## src/rtl/ps2_key_rx_pkg.sv

```systemverilog
package ps2_key_rx_pkg;

    localparam int          FRAME_BITS = 11;
    localparam logic [7:0]  CODE_BREAK = 8'hF0;
    localparam logic [7:0]  CODE_EXTND = 8'hE0;

    typedef struct packed {
        logic [7:0] code;
        logic       brk;
        logic       ext;
    } key_evt_t;

    typedef struct packed {
        logic brk;
        logic ext;
    } pend_t;

    // Frame bits: [0] start, [8:1] data LSB first, [9] parity, [10] stop
    function automatic logic frame_ok(input logic [FRAME_BITS-1:0] f);
        return (f[0] == 1'b0) && (f[FRAME_BITS-1] == 1'b1) && (^f[9:1] == 1'b1);
    endfunction

endpackage

```

## src/rtl/ps2_line_filter.sv

```systemverilog
module ps2_line_filter #(
    parameter int FILT_LEN = 16
) (
    input  logic clk,
    input  logic rst,
    input  logic line_i,
    output logic line_o
);
    localparam int CW = $clog2(FILT_LEN + 1);

    logic [1:0]    sync_q;
    logic [CW-1:0] cnt_q;
    logic          filt_q;

    always_ff @(posedge clk) begin
        if (rst) begin
            sync_q <= 2'b11;
            cnt_q  <= '0;
            filt_q <= 1'b1;
        end else begin
            sync_q <= {sync_q[0], line_i};
            if (sync_q[1] == filt_q) begin
                cnt_q <= '0;
            end else if (cnt_q == CW'(FILT_LEN - 1)) begin
                cnt_q  <= '0;
                filt_q <= sync_q[1];
            end else begin
                cnt_q <= cnt_q + 1'b1;
            end
        end
    end

    assign line_o = filt_q;
endmodule

```

## src/rtl/ps2_frame_rx.sv

```systemverilog
module ps2_frame_rx
    import ps2_key_rx_pkg::*;
#(
    parameter int TIMEOUT_CYC = 100000
) (
    input  logic       clk,
    input  logic       rst,
    input  logic       kclk_i,
    input  logic       kdat_i,
    output logic       byte_vld_o,
    output logic [7:0] byte_o,
    output logic       err_o
);
    localparam int TW = $clog2(TIMEOUT_CYC + 1);
    localparam int BW = $clog2(FRAME_BITS + 1);

    logic                  kclk_d;
    logic                  fall;
    logic [BW-1:0]         bitcnt_q;
    logic [TW-1:0]         idle_q;
    logic [FRAME_BITS-2:0] sh_q;
    logic [FRAME_BITS-1:0] full;
    logic                  last_bit;

    assign fall     = kclk_d & ~kclk_i;
    assign full     = {kdat_i, sh_q};
    assign last_bit = (bitcnt_q == BW'(FRAME_BITS - 1));

    always_ff @(posedge clk) begin
        if (rst) begin
            kclk_d     <= 1'b1;
            bitcnt_q   <= '0;
            idle_q     <= '0;
            sh_q       <= '0;
            byte_vld_o <= 1'b0;
            byte_o     <= '0;
            err_o      <= 1'b0;
        end else begin
            kclk_d     <= kclk_i;
            byte_vld_o <= 1'b0;
            err_o      <= 1'b0;
            if (fall) begin
                idle_q <= '0;
                sh_q   <= full[FRAME_BITS-1:1];
                if (last_bit) begin
                    bitcnt_q <= '0;
                    if (frame_ok(full)) begin
                        byte_vld_o <= 1'b1;
                        byte_o     <= full[8:1];
                    end else begin
                        err_o <= 1'b1;
                    end
                end else begin
                    bitcnt_q <= bitcnt_q + 1'b1;
                end
            end else if (bitcnt_q != '0) begin
                if (idle_q == TW'(TIMEOUT_CYC - 1)) begin
                    idle_q   <= '0;
                    bitcnt_q <= '0;
                end else begin
                    idle_q <= idle_q + 1'b1;
                end
            end
        end
    end
endmodule

```

## src/rtl/ps2_key_decode.sv

```systemverilog
module ps2_key_decode
    import ps2_key_rx_pkg::*;
(
    input  logic       clk,
    input  logic       rst,
    input  logic       byte_vld_i,
    input  logic [7:0] byte_i,
    input  logic       err_i,
    output logic       evt_vld_o,
    output key_evt_t   evt_o,
    output logic       err_o
);
    pend_t pend_q;

    always_ff @(posedge clk) begin
        if (rst) begin
            pend_q    <= '0;
            evt_vld_o <= 1'b0;
            evt_o     <= '0;
            err_o     <= 1'b0;
        end else begin
            evt_vld_o <= 1'b0;
            err_o     <= err_i;
            if (err_i) begin
                pend_q <= '0;
            end else if (byte_vld_i) begin
                if (byte_i == CODE_BREAK) begin
                    pend_q.brk <= 1'b1;
                end else if (byte_i == CODE_EXTND) begin
                    pend_q.ext <= 1'b1;
                end else begin
                    evt_vld_o  <= 1'b1;
                    evt_o.code <= byte_i;
                    evt_o.brk  <= pend_q.brk;
                    evt_o.ext  <= pend_q.ext;
                    pend_q     <= '0;
                end
            end
        end
    end
endmodule

```

## src/rtl/ps2_key_rx.sv

```systemverilog
module ps2_key_rx
    import ps2_key_rx_pkg::*;
#(
    parameter int FILT_LEN    = 16,
    parameter int TIMEOUT_CYC = 100000
) (
    input  logic       clk,
    input  logic       rst,
    input  logic       ps2_clk_i,
    input  logic       ps2_dat_i,
    output logic       evt_valid_o,
    output logic [7:0] evt_code_o,
    output logic       evt_break_o,
    output logic       evt_ext_o,
    output logic       frame_err_o
);
    localparam int NLINES = 2;

    logic [NLINES-1:0] raw;
    logic [NLINES-1:0] clean;
    logic              byte_vld;
    logic [7:0]        byte_val;
    logic              byte_err;
    key_evt_t          evt;

    assign raw = {ps2_dat_i, ps2_clk_i};

    for (genvar g = 0; g < NLINES; g++) begin : g_line
        ps2_line_filter #(.FILT_LEN(FILT_LEN)) u_filt (
            .clk    (clk),
            .rst    (rst),
            .line_i (raw[g]),
            .line_o (clean[g])
        );
    end

    ps2_frame_rx #(.TIMEOUT_CYC(TIMEOUT_CYC)) u_frame (
        .clk        (clk),
        .rst        (rst),
        .kclk_i     (clean[0]),
        .kdat_i     (clean[1]),
        .byte_vld_o (byte_vld),
        .byte_o     (byte_val),
        .err_o      (byte_err)
    );

    ps2_key_decode u_dec (
        .clk        (clk),
        .rst        (rst),
        .byte_vld_i (byte_vld),
        .byte_i     (byte_val),
        .err_i      (byte_err),
        .evt_vld_o  (evt_valid_o),
        .evt_o      (evt),
        .err_o      (frame_err_o)
    );

    assign evt_code_o  = evt.code;
    assign evt_break_o = evt.brk;
    assign evt_ext_o   = evt.ext;
endmodule

```

## config.mk

```make
export PLATFORM = sky130hd
export DESIGN_NAME = ps2_key_rx
export DESIGN_NICKNAME = d
export VERILOG_FILES = /design/src/rtl/ps2_key_rx_pkg.sv /design/src/rtl/ps2_line_filter.sv /design/src/rtl/ps2_frame_rx.sv /design/src/rtl/ps2_key_decode.sv /design/src/rtl/ps2_key_rx.sv
export SDC_FILE = /design/constraint.sdc
export NUM_CORES = 1
export LEC_CHECK = 0
export ABC_AREA = 1
export BUFFER_PORTS_ARGS = -buffer_cell sky130_fd_sc_hd__buf_2
export CAP_MARGIN = 20
export CORE_MARGIN = 8
export CORE_UTILIZATION = 35
export DETAILED_ROUTE_END_ITERATION = 12
export GPL_TIMING_DRIVEN = 0
export SYNTH_ARGS = -nofsm -noshare
export SYNTH_HDL_FRONTEND = slang
export SYNTH_SLANG_ARGS = --single-unit
```

## constraint.sdc

```tcl
create_clock -name clk -period 4.1 [get_ports clk]
set_input_delay 0.41 -clock clk [delete_from_list [all_inputs] [get_ports clk]]
set_output_delay 0.41 -clock clk [all_outputs]
set_load 0.1 [all_outputs]
```

==> out/qor.csv <==
metric;value;unit
post-cts-setup-buffer-count;0;
asyncSetResetFlopFracSynth;0;
placement.cell_area;0.003418;sq mm
fin_area;0.003606;sq mm
finalSetupViolCount;0;
maxClockFrequency;540.6;MHz
drt_iter0_drc;96;
design.portCount;16;
final_net_count;473;
grt_pass1_wl;10.47;mm
clock_tree.htree_level_count;3;
cts_resized;0;
core_area;0.009065;sq mm
globalRouteMet3Util;0.02219;
clock_insertion_delay_worst_skew;340;ps
syn-instance-count;435;
critPathLaunchType;flip-flop;
tns;0;ps
number_of_port_buffers;15;
die_x;111.7;microns
drt_pass_1_iters;4;
die_area;0.01247;sq mm
grt_start_max_net_pins;13;
clock_tree.root_cell;clkbuf_8;
synthesis.yosys.warnings;0;
run_status;completed;
max_fanout_on_critical_path;10;
rrSetupSlack;2250;ps
groute.layer.met1.usage;0.1220;
area_added_between_synthesis_and_finish;12.53;%
path_class;reg2reg;
max-clock-path-buffers;2;
drcViolationCount;0;
synth_nets;447;
total_routed_wirelength;6.172;mm
finalHoldViolCount;0;
cts.sinks;72;
drive_gt1_frac;0.1309;
max_cap_violations;0;
antenna_found_initial;0;
p_leak;1.541;nW
crit_path_end_kind;flip-flop;
report.final.slew_viol_count;0;
syn-mean-instance-area;7.366;sq um
row_count;35;
dr_total_vias;2674;
power-per-cell-area;351.5;mW/mm^2
clk_transition_reported_paths;80;ps
synth_cell_types;34;
holdCritPathClass;in2reg;
worst-slew-pin-transition;492.1;ps
post-route-min-period;1850;ps
ant_nets;0;
gpl.final_weighted_congestion;0.7575;
synth_flop_cell;dfxtp_1;
fin_skew;12.35;ps
antennaDiodeCount;0;
critPathRequiredTime;4350;ps
cts_tree;done;
busiest_layer;met2;
rsz_0062_raised_after_global_routing;no;
grt.overflow.total;0;
vias_in_the_first_global_route;2424;
irDropWorstVdd;257.3;uV
total_of_flip_flops_plus_latches_after_synthesis;72;
post_cts_hold_buffer_count;0;
setup_slack;2250;ps
detail_route.wl_per_cell;10.70;microns
die_h;111.7;microns
viasPerCell;4.634;
synth_edf_count;0;
post-dp-hpwl;4.479;mm
slew-limit-headroom;0.6742;
synth.cell_area;0.003204;sq mm
use_met2;0.1591;
seq_area_frac_synth;0.4498;
cts-buffers-inserted;9;
layout_worst_path_cycle_share;0.4512;
gr-usage-all-layers;0.1009;
worst_slack_at_placement;2245;ps
start_util;0.3535;
hold-worst-slack;252.6;ps
worst_ep_arrival_time;2100;ps
-- cells in the final DEF, fill, tap and decap left out, drive strengths merged, types with 2 or more instances in the layout --
master / n
a21oi: 38
nand2: 100
inv: 58
nor3b: 5
nor3: 10
nand4: 5
o211ai: 3
ha: 8
clkbuf: 16
clkinvlp: 2
xor2: 6
or2: 4
dfxtp: 72
buf: 20
o21ai: 19
nor2: 61
nand3: 29
clkinv: 3
-- routing by layer --
| layer | share of wire | vias to the layer above |
|---|---|---|
| met2 | 0.44 | 45 |
| met1 | 0.52 | 1191 |
| met3 | 0.032 | 7 |
| met5 | 0 | - |
| li1 | - | 1431 |
| met4 | 0.017 | 0 |
-- worst max-delay path, stage by stage (launching register included) --
cell and delay [ps]:
dfxtp_1 400, inv_1 80, ha_1 230, nand3_4 140, inv_2 70, nor3_1 240
nand2_1 140, nand3_1 110, buf_4 190, a21oi_1 60, o21a_1 100
-- through the flow --
stage	std cells	util	total power [mW]
2_1_floorplan	435	-	0.7336
3_3_place_gp	561	0.3771	0.7411
3_5_place_dp	561	0.3771	0.7414
4_1_cts	577	0.3978	1.286
5_1_grt	577	0.3978	1.319
6_report	577	0.3978	1.267
-- cell families after synthesis --
logic type | synth area share
xor+xnor | 0.01640
simple gates | 0.3135
fa+ha+maj | 0.03124
buf+inv | 0.08629
compound gates | 0.1027
flops | 0.4498
-- final timing paths --
kind                                            startpoint                         end  cells past startpoint
worst max-delay path                   u_frame.bitcnt_q[0]           u_frame.idle_q[7]                     10
worst min-delay path                             ps2_clk_i  g_line[0].u_filt.sync_q[0]                      2
worst max register to register         u_frame.bitcnt_q[0]           u_frame.idle_q[7]                     10
worst min register to register  g_line[0].u_filt.sync_q[0]  g_line[0].u_filt.sync_q[1]                      1
-- area by class of cell --
class | instances | area (sq um)
well taps | 111 | 138.9
plain buffers | 11 | 58.81
clock buffers | 10 | 127.6
flip-flops and latches | 72 | 1441
fillers | 929 | 5459
multi-input cells | 294 | 1486
clock inverters | 6 | 60.06
inverters | 58 | 217.7
repair buffers | 15 | 75.07
-- synthesized netlist by cell type, types with 6 or more instances --
master,instances,area [sq um]
a21oi_1,38,190.2
dfxtp_1,72,1441
clkbuf_1,6,22.52
nand2_1,92,345.3
nand2_2,8,50.05
nand3_1,26,130.1
inv_1,54,202.7
ha_1,8,100.1
xor2_1,6,52.55
o21ai_0,19,95.09
nor2_1,58,217.7
nor3_1,9,45.04
-- sequential cells by signal (all words and copies together) (netlist names) --
register              count
g_line.u_filt.sync_q      4
u_dec.evt_vld_o           1
u_frame.byte_vld_o        1
u_frame.byte_o            8
u_frame.err_o             1
u_dec.evt_o              10
u_frame.idle_q           17
u_frame.kclk_d            1
u_dec.err_o               1
u_frame.bitcnt_q          4
u_frame.sh_q             10
g_line.u_filt.cnt_q      10
u_dec.pend_q              2
g_line.u_filt.line_o      2
-- report_power, final --
part / switching (mW) / internal [mW]
Sequential: 0.00106 / 0.701
Combinational: 0.0154 / 0.00700
Clock: 0.265 / 0.278
Total: 0.281 / 0.986
(Power assumes the default switching activity.)
